$ cat config.mk
export PLATFORM = sky130hd
export DESIGN_NAME = ir_carrier_mod
export DESIGN_NICKNAME = d
export VERILOG_FILES = /design/src/rtl/ircm_pkg.sv /design/src/rtl/ircm_prescale.sv /design/src/rtl/ircm_carrier.sv /design/src/rtl/ircm_envelope.sv /design/src/rtl/ir_carrier_mod.sv
export SDC_FILE = /design/constraint.sdc
export NUM_CORES = 1
export LEC_CHECK = 0
export BUFFER_PORTS_ARGS = -buffer_cell sky130_fd_sc_hd__buf_2
export CAP_MARGIN = 20
export CORE_MARGIN = 5
export CORE_UTILIZATION = 55
export DETAILED_ROUTE_END_ITERATION = 10
export PLACE_DENSITY = 0.8
export RECOVER_POWER = 25
export SLEW_MARGIN = 15
export SYNTH_ARGS = -nofsm -noshare
export SYNTH_HDL_FRONTEND = slang
export SYNTH_SLANG_ARGS = --single-unit
$ cat constraint.sdc
create_clock -name clk -period 4.3 [get_ports clk]
set_clock_uncertainty 0.1 [all_clocks]
set_input_delay 0.645 -clock clk [delete_from_list [all_inputs] [get_ports clk]]
set_output_delay 0.645 -clock clk [all_outputs]
set_load 0.02 [all_outputs]
$ cat src/rtl/ircm_pkg.sv
package ircm_pkg;

    typedef enum logic [1:0] {
        MODE_TIME   = 2'd0,
        MODE_BASE   = 2'd1,
        MODE_FSK    = 2'd2,
        MODE_DIRECT = 2'd3
    } ircm_mode_e;

    // Last divider count before a tick: 2^sel - 1
    function automatic int div_limit(input int sel);
        return (1 << sel) - 1;
    endfunction

endpackage

$ cat src/rtl/ircm_prescale.sv
module ircm_prescale #(
    parameter int DIV_W = 2,
    localparam int PRE_W = (1 << DIV_W) - 1
) (
    input  logic             clk,
    input  logic             rst,
    input  logic             run,
    input  logic [DIV_W-1:0] div_sel,
    output logic             tick
);
    logic [PRE_W-1:0] pre_q;
    logic [PRE_W-1:0] lim;

    assign lim  = PRE_W'(ircm_pkg::div_limit(int'(div_sel)));
    assign tick = run && (pre_q == lim);

    always_ff @(posedge clk) begin
        if (rst || !run)       pre_q <= '0;
        else if (pre_q == lim) pre_q <= '0;
        else                   pre_q <= pre_q + 1'b1;
    end
endmodule

$ cat src/rtl/ircm_carrier.sv
module ircm_carrier #(
    parameter int CAR_W = 8
) (
    input  logic             clk,
    input  logic             rst,
    input  logic             load,
    input  logic [CAR_W-1:0] hi_ld,
    input  logic             tick,
    input  logic [CAR_W-1:0] hi_cur,
    input  logic [CAR_W-1:0] lo_cur,
    output logic             lvl
);
    logic [CAR_W-1:0] cnt_q;
    logic             lvl_q;

    assign lvl = lvl_q;

    always_ff @(posedge clk) begin
        if (rst) begin
            lvl_q <= 1'b0;
            cnt_q <= '0;
        end else if (load) begin
            lvl_q <= 1'b1;
            cnt_q <= hi_ld;
        end else if (tick) begin
            if (cnt_q == '0) begin
                lvl_q <= !lvl_q;
                cnt_q <= lvl_q ? lo_cur : hi_cur;
            end else begin
                cnt_q <= cnt_q - 1'b1;
            end
        end
    end

    // carrier level moves only on a tick or a cycle start
    assert_carrier_on_tick_R3: assert property (@(posedge clk) disable iff (rst)
        (!load && !tick) |=> $stable(lvl_q));
endmodule

$ cat src/rtl/ircm_envelope.sv
module ircm_envelope #(
    parameter int ENV_W = 16
) (
    input  logic             clk,
    input  logic             rst,
    input  logic             load,
    input  logic [ENV_W-1:0] mark_ld,
    input  logic [ENV_W-1:0] space_cur,
    input  logic             tick,
    output logic             in_mark,
    output logic             cyc_end
);
    logic [ENV_W-1:0] cnt_q;
    logic             mark_q;

    assign in_mark = mark_q;
    assign cyc_end = tick && !mark_q && (cnt_q == '0);

    always_ff @(posedge clk) begin
        if (rst) begin
            mark_q <= 1'b0;
            cnt_q  <= '0;
        end else if (load) begin
            mark_q <= 1'b1;
            cnt_q  <= mark_ld;
        end else if (tick) begin
            if (cnt_q == '0) begin
                if (mark_q) begin
                    mark_q <= 1'b0;
                    cnt_q  <= space_cur;
                end
            end else begin
                cnt_q <= cnt_q - 1'b1;
            end
        end
    end

    // envelope phase moves only on a tick or a cycle start
    assert_phase_on_tick_R4: assert property (@(posedge clk) disable iff (rst)
        (!load && !tick) |=> $stable(mark_q));
endmodule

$ cat src/rtl/ir_carrier_mod.sv
module ir_carrier_mod #(
    parameter int CAR_W = 8,
    parameter int ENV_W = 16,
    parameter int DIV_W = 2
) (
    input  logic             clk,
    input  logic             rst,
    input  logic             en,
    input  logic [1:0]       mode_sel,
    input  logic [DIV_W-1:0] div_sel,
    input  logic [CAR_W-1:0] hi_pri,
    input  logic [CAR_W-1:0] lo_pri,
    input  logic [CAR_W-1:0] hi_alt,
    input  logic [CAR_W-1:0] lo_alt,
    input  logic [ENV_W-1:0] mark_len,
    input  logic [ENV_W-1:0] space_len,
    input  logic             ext_space,
    input  logic             out_en,
    input  logic             sw_level,
    output logic             pin_out,
    output logic             eoc_irq
);
    import ircm_pkg::*;

    typedef struct packed {
        ircm_mode_e       mode;
        logic             xsp;
        logic [ENV_W-1:0] space;
        logic [CAR_W-1:0] hi;
        logic [CAR_W-1:0] lo;
    } cyc_cfg_t;

    ircm_mode_e mode_in;
    cyc_cfg_t   cfg_q, cfg_nxt;
    logic       run_q, fsk_q, eoc_q;
    logic       tick, in_mark, cyc_end, car_lvl;
    logic       start_idle, stop, load, fsk_nxt, use_alt;

    assign mode_in    = ircm_mode_e'(mode_sel);
    assign start_idle = !run_q && en && (mode_in != MODE_DIRECT);
    assign stop       = run_q && (!en || (mode_in == MODE_DIRECT));
    assign load       = start_idle || (run_q && !stop && cyc_end);
    assign fsk_nxt    = start_idle ? 1'b0 : !fsk_q;
    assign use_alt    = (mode_in == MODE_FSK) && fsk_nxt;

    always_comb begin
        cfg_nxt.mode  = mode_in;
        cfg_nxt.xsp   = ext_space;
        cfg_nxt.space = space_len;
        cfg_nxt.hi    = use_alt ? hi_alt : hi_pri;
        cfg_nxt.lo    = use_alt ? lo_alt : lo_pri;
    end

    always_ff @(posedge clk) begin
        if (rst) begin
            run_q <= 1'b0;
            fsk_q <= 1'b0;
            eoc_q <= 1'b0;
            cfg_q <= '0;
        end else begin
            run_q <= start_idle || (run_q && !stop);
            eoc_q <= run_q && !stop && cyc_end;
            if (load) begin
                cfg_q <= cfg_nxt;
                fsk_q <= fsk_nxt;
            end
        end
    end

    ircm_prescale #(.DIV_W(DIV_W)) u_pre (
        .clk(clk), .rst(rst), .run(run_q), .div_sel(div_sel), .tick(tick)
    );

    ircm_envelope #(.ENV_W(ENV_W)) u_env (
        .clk(clk), .rst(rst), .load(load), .mark_ld(mark_len),
        .space_cur(cfg_q.space), .tick(tick), .in_mark(in_mark), .cyc_end(cyc_end)
    );

    ircm_carrier #(.CAR_W(CAR_W)) u_car (
        .clk(clk), .rst(rst), .load(load), .hi_ld(cfg_nxt.hi), .tick(tick),
        .hi_cur(cfg_q.hi), .lo_cur(cfg_q.lo), .lvl(car_lvl)
    );

    always_comb begin
        if (mode_in == MODE_DIRECT)
            pin_out = out_en && sw_level;
        else
            pin_out = out_en && run_q && in_mark && !cfg_q.xsp &&
                      ((cfg_q.mode == MODE_BASE) || car_lvl);
    end

    assign eoc_irq = eoc_q;

    // end-of-cycle is a single-clock pulse
    assert_eoc_single_R8: assert property (@(posedge clk) disable iff (rst)
        eoc_irq |=> !eoc_irq);
    // direct mode never reports an end of cycle
    assert_direct_no_eoc_R10: assert property (@(posedge clk) disable iff (rst)
        (mode_in == MODE_DIRECT) |=> !eoc_irq);
    // each cycle opens in mark with the carrier high
    assert_cycle_opens_high_R3: assert property (@(posedge clk) disable iff (rst)
        load |=> (in_mark && car_lvl));
    // captured configuration holds for the whole cycle
    assert_cfg_held_R11: assert property (@(posedge clk) disable iff (rst)
        (run_q && !load) |=> $stable(cfg_q));
endmodule

==> results.env <==
RUN_STATUS='complete, but fails checks'
FAILED_CHECKS='max-capacitance violations, max-slew violations'
GRT_ANTENNA_BEFORE_REPAIR=0
FIN_CRIT_SH_PCT=77.1
WORSTPATHARRIVAL_NS=3.47
FIRST_PASS_ITERS=5
ROWS=30
ROUTE.VIAS.TOTAL=3670
SYNTHTOLAYOUTAREAGROWTH_PCT=13.0
STARTPOINT_TYPE='register'
TIMING.RR.START='u_env.cnt_q[7]'
NUMBER_OF_ROUTED_NETS_WITH_ANTENNA_VIOLATIONS=0
GRT_START_MAX_NET_PINS=56
TRITONCTS.NUM_BUFFERS=9
FILL_CELLS=595
WORST_SETUP_HOLD_PATH_CLK_SLEW_NS=0.07
RSZ0062_AT_GRT='no'
TIMING.CRITICAL_PATH.SLOWEST_STAGE_CELL='sky130_fd_sc_hd__or2_2'
FIN_WORST_HOLD_SLACK_NS=0.365
FIRST_GLOBAL_VIAS=3405
YOSYSSEQAREASHARE_PCT=35.3
PWR_DENSITY_CELL_nW_PER_UM2=406
INSERTION_DELAY_NS=0.35
DETAIL_ROUTE.VIAS_PER_CELL=6.07
CORE_AREA_UM2=6760
REG2REG_SLACK_NS=0.98
DP_SLACK_NS=1.03
START_UTIL_PCT=56.3
POST_CTS.REPAIR.SETUP_BUFFERS=0
NNETSFINAL=599
CTS-ROOT-TO-SINK-BUFFERS=2
SYNTHDISTINCTLIBCELLS=52
AREA_ENCLOSED_BY_THE_DIE_BOUNDARY_UM2=8680
YS_SEQ_ELEMENTS=67
SYN_AREA_UM2=3800
NUMBER_OF_HOLD_REPAIR_BUFFERS_ADDED_AT_THE_CTS_STAGE=0
GRT_USE_TOTAL_PCT=23.6
FLOORPLAN.DIE.WIDTH_UM=93.2
CTS.SINKS=67
ROUTEDWLPERCELL_UM=16.2
SYN_NETS=540
CTS_MAX_LEVEL=3
FINALCRITICALPERIOD_NS=3.32
MAX_SLEW.WORST_PIN.SLEW_NS=2.50
SLEW_VIOL_FINAL=56
DETAIL_ROUTE.DRC_VIOLATIONS=0
CP_NUM_BUF_INV=0
CTS_ROOT_BUF='sky130_fd_sc_hd__clkbuf_8'
DIE_H_UM=93.2
DETAILEDPLACEMENTHPWL_MM=6.90
WORST_EP_REQUIRED_TIME_NS=4.45
R2R_CELLS=6
HOLDPATHSTAGES=2
SYN_AREA_PER_CELL_UM2=8.25
GR-TOTAL-OVERFLOW=0
DESIGN.PORTCOUNT=76
RR_ENDPOINT='u_car.cnt_q[4]'
YS.WARNINGS.COUNT=0
POST_ROUTE_CELLS_DRIVE_ABOVE_1_SHARE_PCT=21.5
WORSTPATHCELLLIST='nor4_1, nand4_1, a211oi_4, or2_2, o211ai_1, a21oi_1'
ROUTED_WIRELENGTH_MM=9.82
SYNTH_ENABLE_FLOP_CELLS=0
ANTENNADIODECOUNT=0
HOLD_CLASS='register to register'
CRITICAL-PATH-TOP-DELAY-FAMILY='simple AND/OR/NAND/NOR gates'
WORST_SETUP_SLACK_FINAL_NS=0.984
HOLD_VIOLATIONS=0
CELLLEAKAGEPOWER_nW=1.75
SYNTHESIS.INSTANCES=461
TRITONCTS='done'
FMAX_MHz=302
POST-ROUTE-UTIL_PCT=63.6
GLOBAL_ROUTE_WIRE_LENGTH_BEFORE_REPAIR_MM=16.3
END_KIND='register'
YS_ASYNC_SR_FRACTION_PCT=0
HP-START='cfg_q[25]'
WORST-PATH-STAGES=6
TIMING.HOLD.WORST_ENDPOINT='cfg_q[25]'
CRITICAL_PATH_CLASS='register to register'
DRV.MAX_CAP_VIOLATION_COUNT=1
SLEW_HEADROOM_PCT=-66.6
TIMING.FINAL.SETUP_VIOLATIONS=0
GP_CONGESTION=0.893
IO_BUFFER_COUNT=75
POST_CTS.RESIZED_INSTANCES=0
FIN_SETUP_TNS_NS=0
DRT-INITIAL-DRC-COUNT=360
CP_MAX_FO=52
WORST_PATH_LARGEST_CELL_DELAY_NS=0.85
SYNTHFLOPTYPE='sky130_fd_sc_hd__dfxtp_1'
MAX-VDD-IR-DROP_V=0.000184
## logic make-up after synthesis
| kind of cell | Yosys count | share of synthesized area (%) |
|---|---|---|
| AO/OA/AOI/OAI | 133 | 24.8 |
| XOR/XNOR | 17 | 3.91 |
| adder cells (fa/ha/maj) | 5 | 1.64 |
| buffers and inverters | 36 | 5.26 |
| flip-flops | 67 | 35.3 |
| multiplexers | 22 | 5.95 |
| AND/OR/NAND/NOR | 181 | 23.2 |
## worst min-delay path, delay by kind of cell, from the launching register on
kind,cells,cell delay (ns)
DFF,1,0.31
AOI/OAI and AO/OA,1,0.06
and+or+nand+nor,1,0.05
## where the power goes
| group | switching [mW] | internal [mW] | total [mW] |
|---|---|---|---|
| logic | 0.267 | 0.209 | 0.477 |
| clock network | 0.247 | 0.281 | 0.528 |
| registers | 0.0641 | 0.677 | 0.741 |
## flip-flops by register name, indices dropped and copies added (netlist names)
signal	flops
cfg_q	35
eoc_irq	1
fsk_q	1
run_q	1
u_car.cnt_q	8
u_car.lvl	1
u_env.cnt_q	16
u_env.in_mark	1
u_pre.pre_q	3
## layer usage
layer | vias to the layer above | part of all wire (%) | track usage (%)
met4 | 0 | 2.4 | 8.67
li1 | 1783 | - | -
met3 | 28 | 7.2 | 5.55
met2 | 165 | 45 | 35.4
met1 | 1694 | 45 | 32.9
met5 | - | 0 | 0
## worst max-delay path by stage
stage                    from              end  slack, ns
6_report       u_env.cnt_q[7]   u_car.cnt_q[4]       0.98
3_5_place_dp      mode_sel[1]   u_car.cnt_q[7]       1.03
5_1_grt        u_env.cnt_q[7]   u_car.cnt_q[1]       0.62
3_3_place_gp      mode_sel[1]  u_env.cnt_q[15]       1.18
4_1_cts        u_env.cnt_q[0]   u_car.cnt_q[4]       1.24
2_1_floorplan  u_env.cnt_q[0]   u_env.cnt_q[9]       2.06
## area by class of cell
type,count,area (um2),share of cell area [%]
Sequential cell,67,1340,31.2
Inverter,6,22.5,0.524
Tap cell,80,100,2.33
Multi-Input combinational cell,358,2250,52.3
Clock inverter,5,52.6,1.22
Timing Repair Buffer,78,394,9.16
Clock buffer,11,141,3.29
## per-stage QoR
stage | power [mW] | instances | instance area, um2
final | 1.75 | 605 | 4300
after CTS | 1.75 | 605 | 4320
after global routing | 1.84 | 605 | 4300
after detailed placement | 1.22 | 589 | 4130
after global placement | 1.21 | 589 | 4130
after floorplan | 1.12 | 461 | 3800
## cell usage after synthesis, types with 6 or more instances
master                     instances  area (um2)
sky130_fd_sc_hd__nand3_1          10        50.1
sky130_fd_sc_hd__xor2_1           11        96.3
sky130_fd_sc_hd__o21bai_1         12        90.1
sky130_fd_sc_hd__buf_6             7        78.8
sky130_fd_sc_hd__nand2_1          65         244
sky130_fd_sc_hd__inv_1             6        22.5
sky130_fd_sc_hd__xnor2_1           6        52.6
sky130_fd_sc_hd__o21ai_0          15        75.1
sky130_fd_sc_hd__dfxtp_1          67        1340
sky130_fd_sc_hd__nor2b_1           7        43.8
sky130_fd_sc_hd__a211oi_2          8         100
sky130_fd_sc_hd__nor2_1           53         199
sky130_fd_sc_hd__a21oi_1          37         185
sky130_fd_sc_hd__nor3_1            8        40.0
sky130_fd_sc_hd__o211ai_1         19         143
sky130_fd_sc_hd__mux2i_1          17         170
sky130_fd_sc_hd__a311oi_1         14         123
sky130_fd_sc_hd__clkbuf_1         17        63.8
## cell usage in the layout (no fill, tap or decap), drive strengths merged, types with 7 or more instances in the layout
cell type	n
dfxtp	67
o21bai	12
mux2i	17
nand3	11
nor3	8
nor2	54
a21oi	38
a311oi	15
o211ai	19
a211oi	14
nor2b	7
xor2	11
clkbuf	14
nand2	65
buf	75
o21ai	18
Power figures use the tool's default switching activity.
